### config.mk
export PLATFORM = sky130hd
export DESIGN_NAME = sleep_base_switch
export DESIGN_NICKNAME = d
export VERILOG_FILES = /design/src/rtl/sleep_switch_pkg.sv /design/src/rtl/sm_edge_sync.sv /design/src/rtl/sm_miss_count.sv /design/src/rtl/sm_slow_phase.sv /design/src/rtl/sleep_base_switch.sv
export SDC_FILE = /design/constraint.sdc
export NUM_CORES = 1
export LEC_CHECK = 0
export ABC_CLOCK_PERIOD_IN_PS = 2700
export BUFFER_PORTS_ARGS = -buffer_cell sky130_fd_sc_hd__clkbuf_2
export CORE_UTILIZATION = 55
export CTS_CLUSTER_DIAMETER = 120
export DETAILED_ROUTE_END_ITERATION = 12
export PLACE_DENSITY = 0.8
export SYNTH_ARGS = -nofsm -noshare
export SYNTH_HDL_FRONTEND = slang
export SYNTH_HIERARCHICAL = 1
export SYNTH_SLANG_ARGS = --single-unit
### constraint.sdc
create_clock -name clk -period 2.7 [get_ports clk]
set_input_delay 0.54 -clock clk [delete_from_list [all_inputs] [get_ports clk]]
set_output_delay 0.54 -clock clk [all_outputs]
set_load 0.02 [all_outputs]
### src/rtl/sleep_switch_pkg.sv
package sleep_switch_pkg;

    // Controller states of the sleep mode switcher
    typedef enum logic [1:0] {
        SM_OFF    = 2'd0,   // supply not good
        SM_AWAKE  = 2'd1,   // normal base, counting missed periods
        SM_DOZE   = 2'd2,   // slow base, pulse inactive
        SM_KICK   = 2'd3    // slow base, sleep reset pulse active
    } sm_state_t;

endpackage

### src/rtl/sm_edge_sync.sv
module sm_edge_sync #(
    parameter int SYNC_STAGES = 2
) (
    input  logic clk,
    input  logic rst_n,
    input  logic async_in,
    output logic any_edge
);
    logic [SYNC_STAGES-1:0] sync_q;
    logic                   prev_q;

    generate
        for (genvar i = 0; i < SYNC_STAGES; i++) begin : g_stage
            if (i == 0) begin : g_first
                always_ff @(posedge clk or negedge rst_n) begin
                    if (!rst_n) sync_q[0] <= 1'b0;
                    else        sync_q[0] <= async_in;
                end
            end else begin : g_next
                always_ff @(posedge clk or negedge rst_n) begin
                    if (!rst_n) sync_q[i] <= 1'b0;
                    else        sync_q[i] <= sync_q[i-1];
                end
            end
        end
    endgenerate

    always_ff @(posedge clk or negedge rst_n) begin
        if (!rst_n) prev_q <= 1'b0;
        else        prev_q <= sync_q[SYNC_STAGES-1];
    end

    // Either polarity of change in the synchronised level
    assign any_edge = sync_q[SYNC_STAGES-1] ^ prev_q;

endmodule

### src/rtl/sm_miss_count.sv
module sm_miss_count #(
    parameter int LIMIT = 3
) (
    input  logic clk,
    input  logic rst_n,
    input  logic clr,
    input  logic inc,
    output logic limit_hit
);
    localparam int CW = $clog2(LIMIT + 1);
    localparam logic [CW-1:0] LAST = CW'(LIMIT - 1);

    logic [CW-1:0] cnt_q;

    always_ff @(posedge clk or negedge rst_n) begin
        if (!rst_n)                  cnt_q <= '0;
        else if (clr)                cnt_q <= '0;
        else if (inc && cnt_q == LAST) cnt_q <= '0;
        else if (inc)                cnt_q <= cnt_q + 1'b1;
    end

    // Clear wins over a coincident strobe
    assign limit_hit = inc && !clr && (cnt_q == LAST);

endmodule

### src/rtl/sm_slow_phase.sv
module sm_slow_phase #(
    parameter int PERIOD = 320,
    parameter int PULSE  = 1
) (
    input  logic clk,
    input  logic rst_n,
    input  logic run,
    input  logic tick,
    output logic pulse_begin,
    output logic period_wrap
);
    localparam int PW = $clog2(PERIOD);
    localparam logic [PW-1:0] LAST_PH  = PW'(PERIOD - 1);
    localparam logic [PW-1:0] PRE_PH   = PW'(PERIOD - PULSE - 1);

    logic [PW-1:0] phase_q;

    always_ff @(posedge clk or negedge rst_n) begin
        if (!rst_n)                   phase_q <= '0;
        else if (!run)                phase_q <= '0;
        else if (tick && phase_q == LAST_PH) phase_q <= '0;
        else if (tick)                phase_q <= phase_q + 1'b1;
    end

    assign pulse_begin = run && tick && (phase_q == PRE_PH);
    assign period_wrap = run && tick && (phase_q == LAST_PH);

endmodule

### src/rtl/sleep_base_switch.sv
module sleep_base_switch
    import sleep_switch_pkg::*;
#(
    parameter int MISS_LIMIT   = 3,
    parameter int PERIOD_TICKS = 320,
    parameter int PULSE_TICKS  = 1,
    parameter int SYNC_STAGES  = 2
) (
    input  logic clk,
    input  logic rst_n,
    input  logic norm_tick,
    input  logic slow_tick,
    input  logic svc_in,
    input  logic supply_ok,
    input  logic to_strobe,
    output logic base_tick,
    output logic slow_sel,
    output logic sleep_flag,
    output logic sleep_rst
);
    sm_state_t state_q, state_d;
    logic      svc_edge;
    logic      miss_clr, miss_inc, miss_hit;
    logic      asleep, pulse_begin, period_wrap;

    sm_edge_sync #(.SYNC_STAGES(SYNC_STAGES)) u_sync (
        .clk(clk), .rst_n(rst_n), .async_in(svc_in), .any_edge(svc_edge)
    );

    assign asleep   = (state_q == SM_DOZE) || (state_q == SM_KICK);
    assign miss_clr = svc_edge || !supply_ok || (state_q != SM_AWAKE);
    assign miss_inc = to_strobe && supply_ok && (state_q == SM_AWAKE);

    sm_miss_count #(.LIMIT(MISS_LIMIT)) u_miss (
        .clk(clk), .rst_n(rst_n), .clr(miss_clr), .inc(miss_inc),
        .limit_hit(miss_hit)
    );

    sm_slow_phase #(.PERIOD(PERIOD_TICKS), .PULSE(PULSE_TICKS)) u_phase (
        .clk(clk), .rst_n(rst_n), .run(asleep), .tick(slow_tick),
        .pulse_begin(pulse_begin), .period_wrap(period_wrap)
    );

    // Next-state logic
    always_comb begin
        state_d = state_q;
        unique case (state_q)
            SM_OFF:   if (supply_ok) state_d = SM_AWAKE;         // POWER_UP
            SM_AWAKE: if (miss_hit)  state_d = SM_DOZE;          // FALL_ASLEEP
            SM_DOZE: begin
                if (svc_edge)         state_d = SM_AWAKE;        // WAKE
                else if (pulse_begin) state_d = SM_KICK;         // KICK_START
            end
            SM_KICK: begin
                if (svc_edge)         state_d = SM_AWAKE;        // WAKE
                else if (period_wrap) state_d = SM_DOZE;         // KICK_END
            end
            default:                  state_d = SM_OFF;
        endcase
        if (!supply_ok) state_d = SM_OFF;                        // BROWN_OUT
    end

    // State register
    always_ff @(posedge clk or negedge rst_n) begin
        if (!rst_n) state_q <= SM_OFF;
        else        state_q <= state_d;
    end

    // Outputs from state
    always_comb begin
        slow_sel   = 1'b0;
        sleep_flag = 1'b0;
        sleep_rst  = 1'b0;
        unique case (state_q)
            SM_OFF, SM_AWAKE: ;
            SM_DOZE: begin
                slow_sel   = 1'b1;
                sleep_flag = 1'b1;
            end
            SM_KICK: begin
                slow_sel   = 1'b1;
                sleep_flag = 1'b1;
                sleep_rst  = 1'b1;
            end
            default: ;
        endcase
        base_tick = slow_sel ? slow_tick : norm_tick;
    end

endmodule

# Word level (Yosys, flattened, before mapping)
# Cells that the tools add are included.
# op_classes
n_reduce_logical	18
bitwise_logic	1
add_sub_neg	2
eq_ne	11
n_mux	16
# ops
operator	count
9-bit two-way mux	3
9-bit equality test (second input constant)	2
2-bit two-way mux	9
9-bit by 1-bit adder with 9-bit output (second input constant)	1
1-bit logical AND	9
4-bit != test (second input constant)	2
2-bit case mux with 4 select lines	1
2-bit equality test (second input constant)	3
3-bit != test (second input constant)	2
1-bit logical OR	3
1-bit two-way mux	3
3-bit AND reduction	1
3-bit nonzero test	1
2-bit by 1-bit adder with 2-bit output (second input constant)	1
2-bit by 1-bit equality test with 1-bit output (second input constant)	1
1-bit zero test	2
2-bit zero test	1
2-bit by 1-bit != test with 1-bit output (second input constant)	1
2-bit OR reduction	1
1-bit XOR	1
# word_totals
wordCells	54
regBits	16
output_inout_bits	4
input_bits	7

# Logic depth before layout (Yosys ltp)
# logic_depth
word_depth	9
depth_mapped	6
depth_no_buf	6

# Modules after synthesis
# The synthesis kept the hierarchy.
# modules_own_cells
module	cells_each	n_inst	seq_area_each_um2	area_per_inst_um2
sm_slow_phase	61	1	225.2	570.5
sleep_base_switch	14	1	50.0	158.9
sm_miss_count	8	1	50.0	101.3
sm_edge_sync	4	1	75.1	83.8

# Worst setup path before layout
# No wires, ideal clock.
# synth_path
path_kind	input-to-reg
start	input port supply_ok
end	register state_q[0]
arrival_ns	1.723
cell_stages	4
setup_slack_ns	0.857
required_ns	2.580
n_path_buf	0
setup_ns	0.120
path_cell_list	or4bb_2 and4bb_2 nand3b_1 and4_1
# synth_via
elab_chain_len	8
elab_cells_between_ends	13
cone_classes	eq/ne (3); mux (1); reduce/logical (9)
# synth_lines
item	line	source
start, declared	sleep_base_switch.sv:14	input logic supply_ok,
1-bit zero test	-	
1-bit logical OR (2 in series)	sleep_base_switch.sv:31	assign miss_clr = svc_edge || !supply_ok || (state_q != SM_AWAKE);
1-bit zero test	sm_miss_count.sv:23	assign limit_hit = inc && !clr && (cnt_q == LAST);
1-bit logical AND * (2 in series)	sm_miss_count.sv:23	
via miss_hit	sleep_base_switch.sv:23	logic miss_clr, miss_inc, miss_hit;
3-bit != test (no line) *	-	
3-bit AND reduction (no line) *	-	
end signal, assigned	sleep_base_switch.sv:66	else state_q <= state_d;
end, declared	sleep_base_switch.sv:21	sm_state_t state_q, state_d;
# The timed path passes the listed nets; every way through them passes the cells marked *.
# A chain may end at the register's enable or synchronous reset.

# Final worst setup path
# layout_path
start	register state_q[1]
end	register state_q[1]
# layout_via
elab_chain_len	7
elab_cells_between_ends	20
cone_classes	eq/ne (7); mux (2); reduce/logical (11)
# layout_lines
item	line
2-bit by 1-bit != test with 1-bit output	sleep_base_switch.sv:31
1-bit logical OR	sleep_base_switch.sv:31
via miss_clr	sleep_base_switch.sv:23
1-bit zero test	sm_miss_count.sv:23
1-bit logical AND (2 in series)	sm_miss_count.sv:23
via miss_hit	sleep_base_switch.sv:23
3-bit != test (no line)	-
3-bit AND reduction (no line)	-
# The timed path passes the listed nets, and every way through them passes these cells.

==> impl_metrics.csv <==
group,metric,value,unit
grt,grtUsageTotal,20.2,%
timing,worst_pin_slew,436,ps
synth,async_reset_ff_share,100,%
grt,grt_pass1_wl,2620,um
pwr,vdd_ir_drop_max,0.332,mV
pwr,p_per_area,397,mW/mm^2
floorplanning,ios,11,
routing,vias_per_cell,6.04,
synth,synthXorXnorAreaFrac,2.87,%
floorplanning,die_x,42.8,um
grt,grt_max_degree,17,
synth,syn-num-nets,96,
grt,overflow,0,
clock_tree,cts_tree,"yes",
floorplanning,die_y,42.8,um
clock_tree,clock-root-buffer,"clkbuf_4",
clock_tree,cts_made_buffers,3,
worst_setup_path,worstPathRequired,2880,ps
synth,synth.distinct_cells,44,
clock_tree,cts_buffer_depth,2,
worst_setup_path,r2r-end,"state_q[1]",
worst_setup_path,reg2reg_depth,4,
synth,synth-main-ff-cell,"dfrtp_1",
timing,setup_violations,0,
finish,area_growth,5.47,%
run_status,outcome,"complete, no violations",
finish,nets,106,
synth,yosysWarningCount,6,
pwr,power,0.383,mW
pwr,swShare,20.9,%
finish,drive_gt1_share,21.1,%
synth,synth_area,915,sq um
timing,clock_skew,2.01,ps
clock_tree,cts.repair.resized,0,
pwr,p_int,0.303,mW
pwr,p_leak,0.404,nW
pwr,comb_power_share,5.5,%
synth,synthCells,87,
synth,ys_seq_elements,16,
placement,port_buffers,10,
clock_tree,clkLatencyLatePin,270,ps
timing,fin_crit_sh,73.9,%
floorplanning,rows,14,
routing,drc,0,
routing,postRouteAntennaNets,0,
finish,diodes,0,
pwr,p_sw,0.0799,mW
worst_setup_path,reg2reg_from,"state_q[1]",
worst_setup_path,end_kind,"flop",
pwr,p_clk_share,30.6,%
routing,post_drt_wl_per_cell,14.3,um
worst_setup_path,crit_arrival,2170,ps
worst_setup_path,slowest_delay,730,ps
synth,synth-compound-area-share,12.6,%
timing,finalHoldViolations,0,
job,maxCapViolations,0,
floorplanning,fp.coreArea,0.00152,sq mm
routing,drt_iter0_markers,25,
timing,rsz0062_at_grt,"no",
synth,muxShareOfSynthArea,2.33,%
worst_hold_path,hold_class,"in2async",
clock_tree,cts_hold_buf,0,
synth,yosysTopAreaCellShare,43.8,%
routing,vias,670,
synth,yosys.area.top_type,"dfrtp_1",
floorplanning,initial_core_util,60.0,%
worst_setup_path,path_class,"reg2reg",
pwr,p_seq_share,63.9,%
synth,seq_area_frac_synth,43.8,%
timing,finalWorstPathRequiredPeriod,1990,ps
worst_setup_path,cp_max_fo,16,
timing,fmax,0.501,GHz
clock_tree,cts_setup_buffers,0,
worst_setup_path,cp-start-kind,"flop",
timing,timing.setup.tns,0,ps
routing,dr.pass1.iters,4,
grt,grt_pass1_vias,588,
clock_tree,htree_levels,1,
worst_setup_path,reg2reg_slack,710,ps
timing,slew_headroom,71.0,%
synth,synthSimpleGateAreaFrac,29.4,%
routing,routed_wl,1580,um
placement,place.gp.congestion,0.727,
synth,synthAdderAreaFrac,2.74,%
clock_tree,numClockSinks,16,
synth,synthTopCellsByArea,"dfrtp_1 44%, nand2_1 2.9%, xor2_1 2.9%, ha_1 2.7%, buf_4 2.5%",
grt,antenna_found_initial,0,
finish,num-fill-cells,115,
synth,synth_edf_count,0,
synth,avgSynthCellArea,10.5,sq um
clock_tree,clkTransAtPathRegs,80,ps
floorplanning,die-area,0.00183,sq mm
synth,synth_top_family_by_area,"simple AND/OR/NAND/NOR gates",
timing,final_max_slew_viol_count,0,
placement,place_hpwl,1160,um
worst_setup_path,slowest_stage,"or4bb_2",
worst_setup_path,path_cells,"or4bb_2, and4bb_2, nand3b_1, a21boi_0",
## layout by cell type (no fill, tap or decap), drive strengths merged, types with 2 or more instances in the layout
cell type  count
xor2           3
o211ai         2
nand2          7
o22ai          2
nand3b         2
or2b           2
nand2b         3
nor2           4
ha             2
nor4           2
o21ai          2
nor2b          2
a21oi          2
clkbuf        13
nand3          2
nand4          2
inv            4
or3b           2
dfrtp         16
a21o           2
## power groups by stage
stage | Combinational, mW | Sequential [mW] | Clock (mW)
finish | 0.0210 | 0.245 | 0.117
global route | 0.0236 | 0.245 | 0.139
CTS | 0.0214 | 0.245 | 0.125
detailed placement | 0.0214 | 0.250 | 0
global placement | 0.0208 | 0.249 | 0
floorplan | 0.0110 | 0.249 | 0
## layout make-up
class / instances / area [sq um] / share of cell area (%)
clock buffers: 3 / 22.5 / 2.33
well taps: 16 / 20.0 / 2.08
inverters: 4 / 15.0 / 1.56
repair buffers: 10 / 50.0 / 5.19
flip-flops and latches: 16 / 400 / 41.5
multi-input cells: 62 / 457 / 47.3
## Yosys cell counts (3+ instances only)
library cell and number:
nand2_1 7, xor2_1 3, nand2b_1 3, buf_4 3
nor2_1 4, inv_1 4, dfrtp_1 16
## logic make-up after synthesis
group / after synthesis
and+or+nand+nor: 39
xor gates and xnor gates: 3
muxes: 2
adders and majority gates: 2
buffers and inverters: 9
DFF: 16
AOI/OAI and AO/OA: 16
## registers in the layout, indices dropped and copies added, names as in the netlist
register         cells
u_miss/cnt_q         2
u_phase/phase_q      9
u_sync/sync_q        2
state_q              2
u_sync/prev_q        1
## worst max-delay path: cells and delay by family, from the launching register on
kind / cells / cell delay, ps
and+or+nand+nor: 3 / 1130
DFF: 1 / 540
AOI/OAI and AO/OA: 1 / 230
## through the flow
| step | util (%) | hold WS, ps | area, sq um | instances | setup WS [ps] |
|---|---|---|---|---|---|
| 2_1_floorplan | - | 244 | 915 | 87 | 857 |
| 3_3_place_gp | 61.8 | 335 | 942 | 108 | 725 |
| 3_5_place_dp | 61.8 | 340 | 942 | 108 | 647 |
| 4_1_cts | 63.3 | 170 | 965 | 111 | 676 |
| 5_1_grt | 63.3 | 179 | 965 | 111 | 600 |
| 6_report | 63.3 | 170 | 965 | 111 | 706 |
## worst max-delay path by stage
stage | from | slack [ps] | cells past startpoint | end
6_report | state_q[1] | 710 | 4 | state_q[1]
5_1_grt | state_q[1] | 600 | 4 | state_q[1]
4_1_cts | state_q[1] | 680 | 4 | state_q[1]
3_5_place_dp | supply_ok | 650 | 5 | state_q[1]
3_3_place_gp | supply_ok | 720 | 5 | state_q[0]
2_1_floorplan | supply_ok | 860 | 4 | state_q[0]
## metal layers
metal / up-vias / part of all wire (%) / global-route usage, %
li1: 338 / - / -
met2: 9 / 49 / 30.9
met3: 2 / 2.5 / 6.38
met5: - / 0 / 0
met4: 0 / 0.82 / 11.3
met1: 321 / 47 / 25.1
Power figures use the tool's default switching activity.
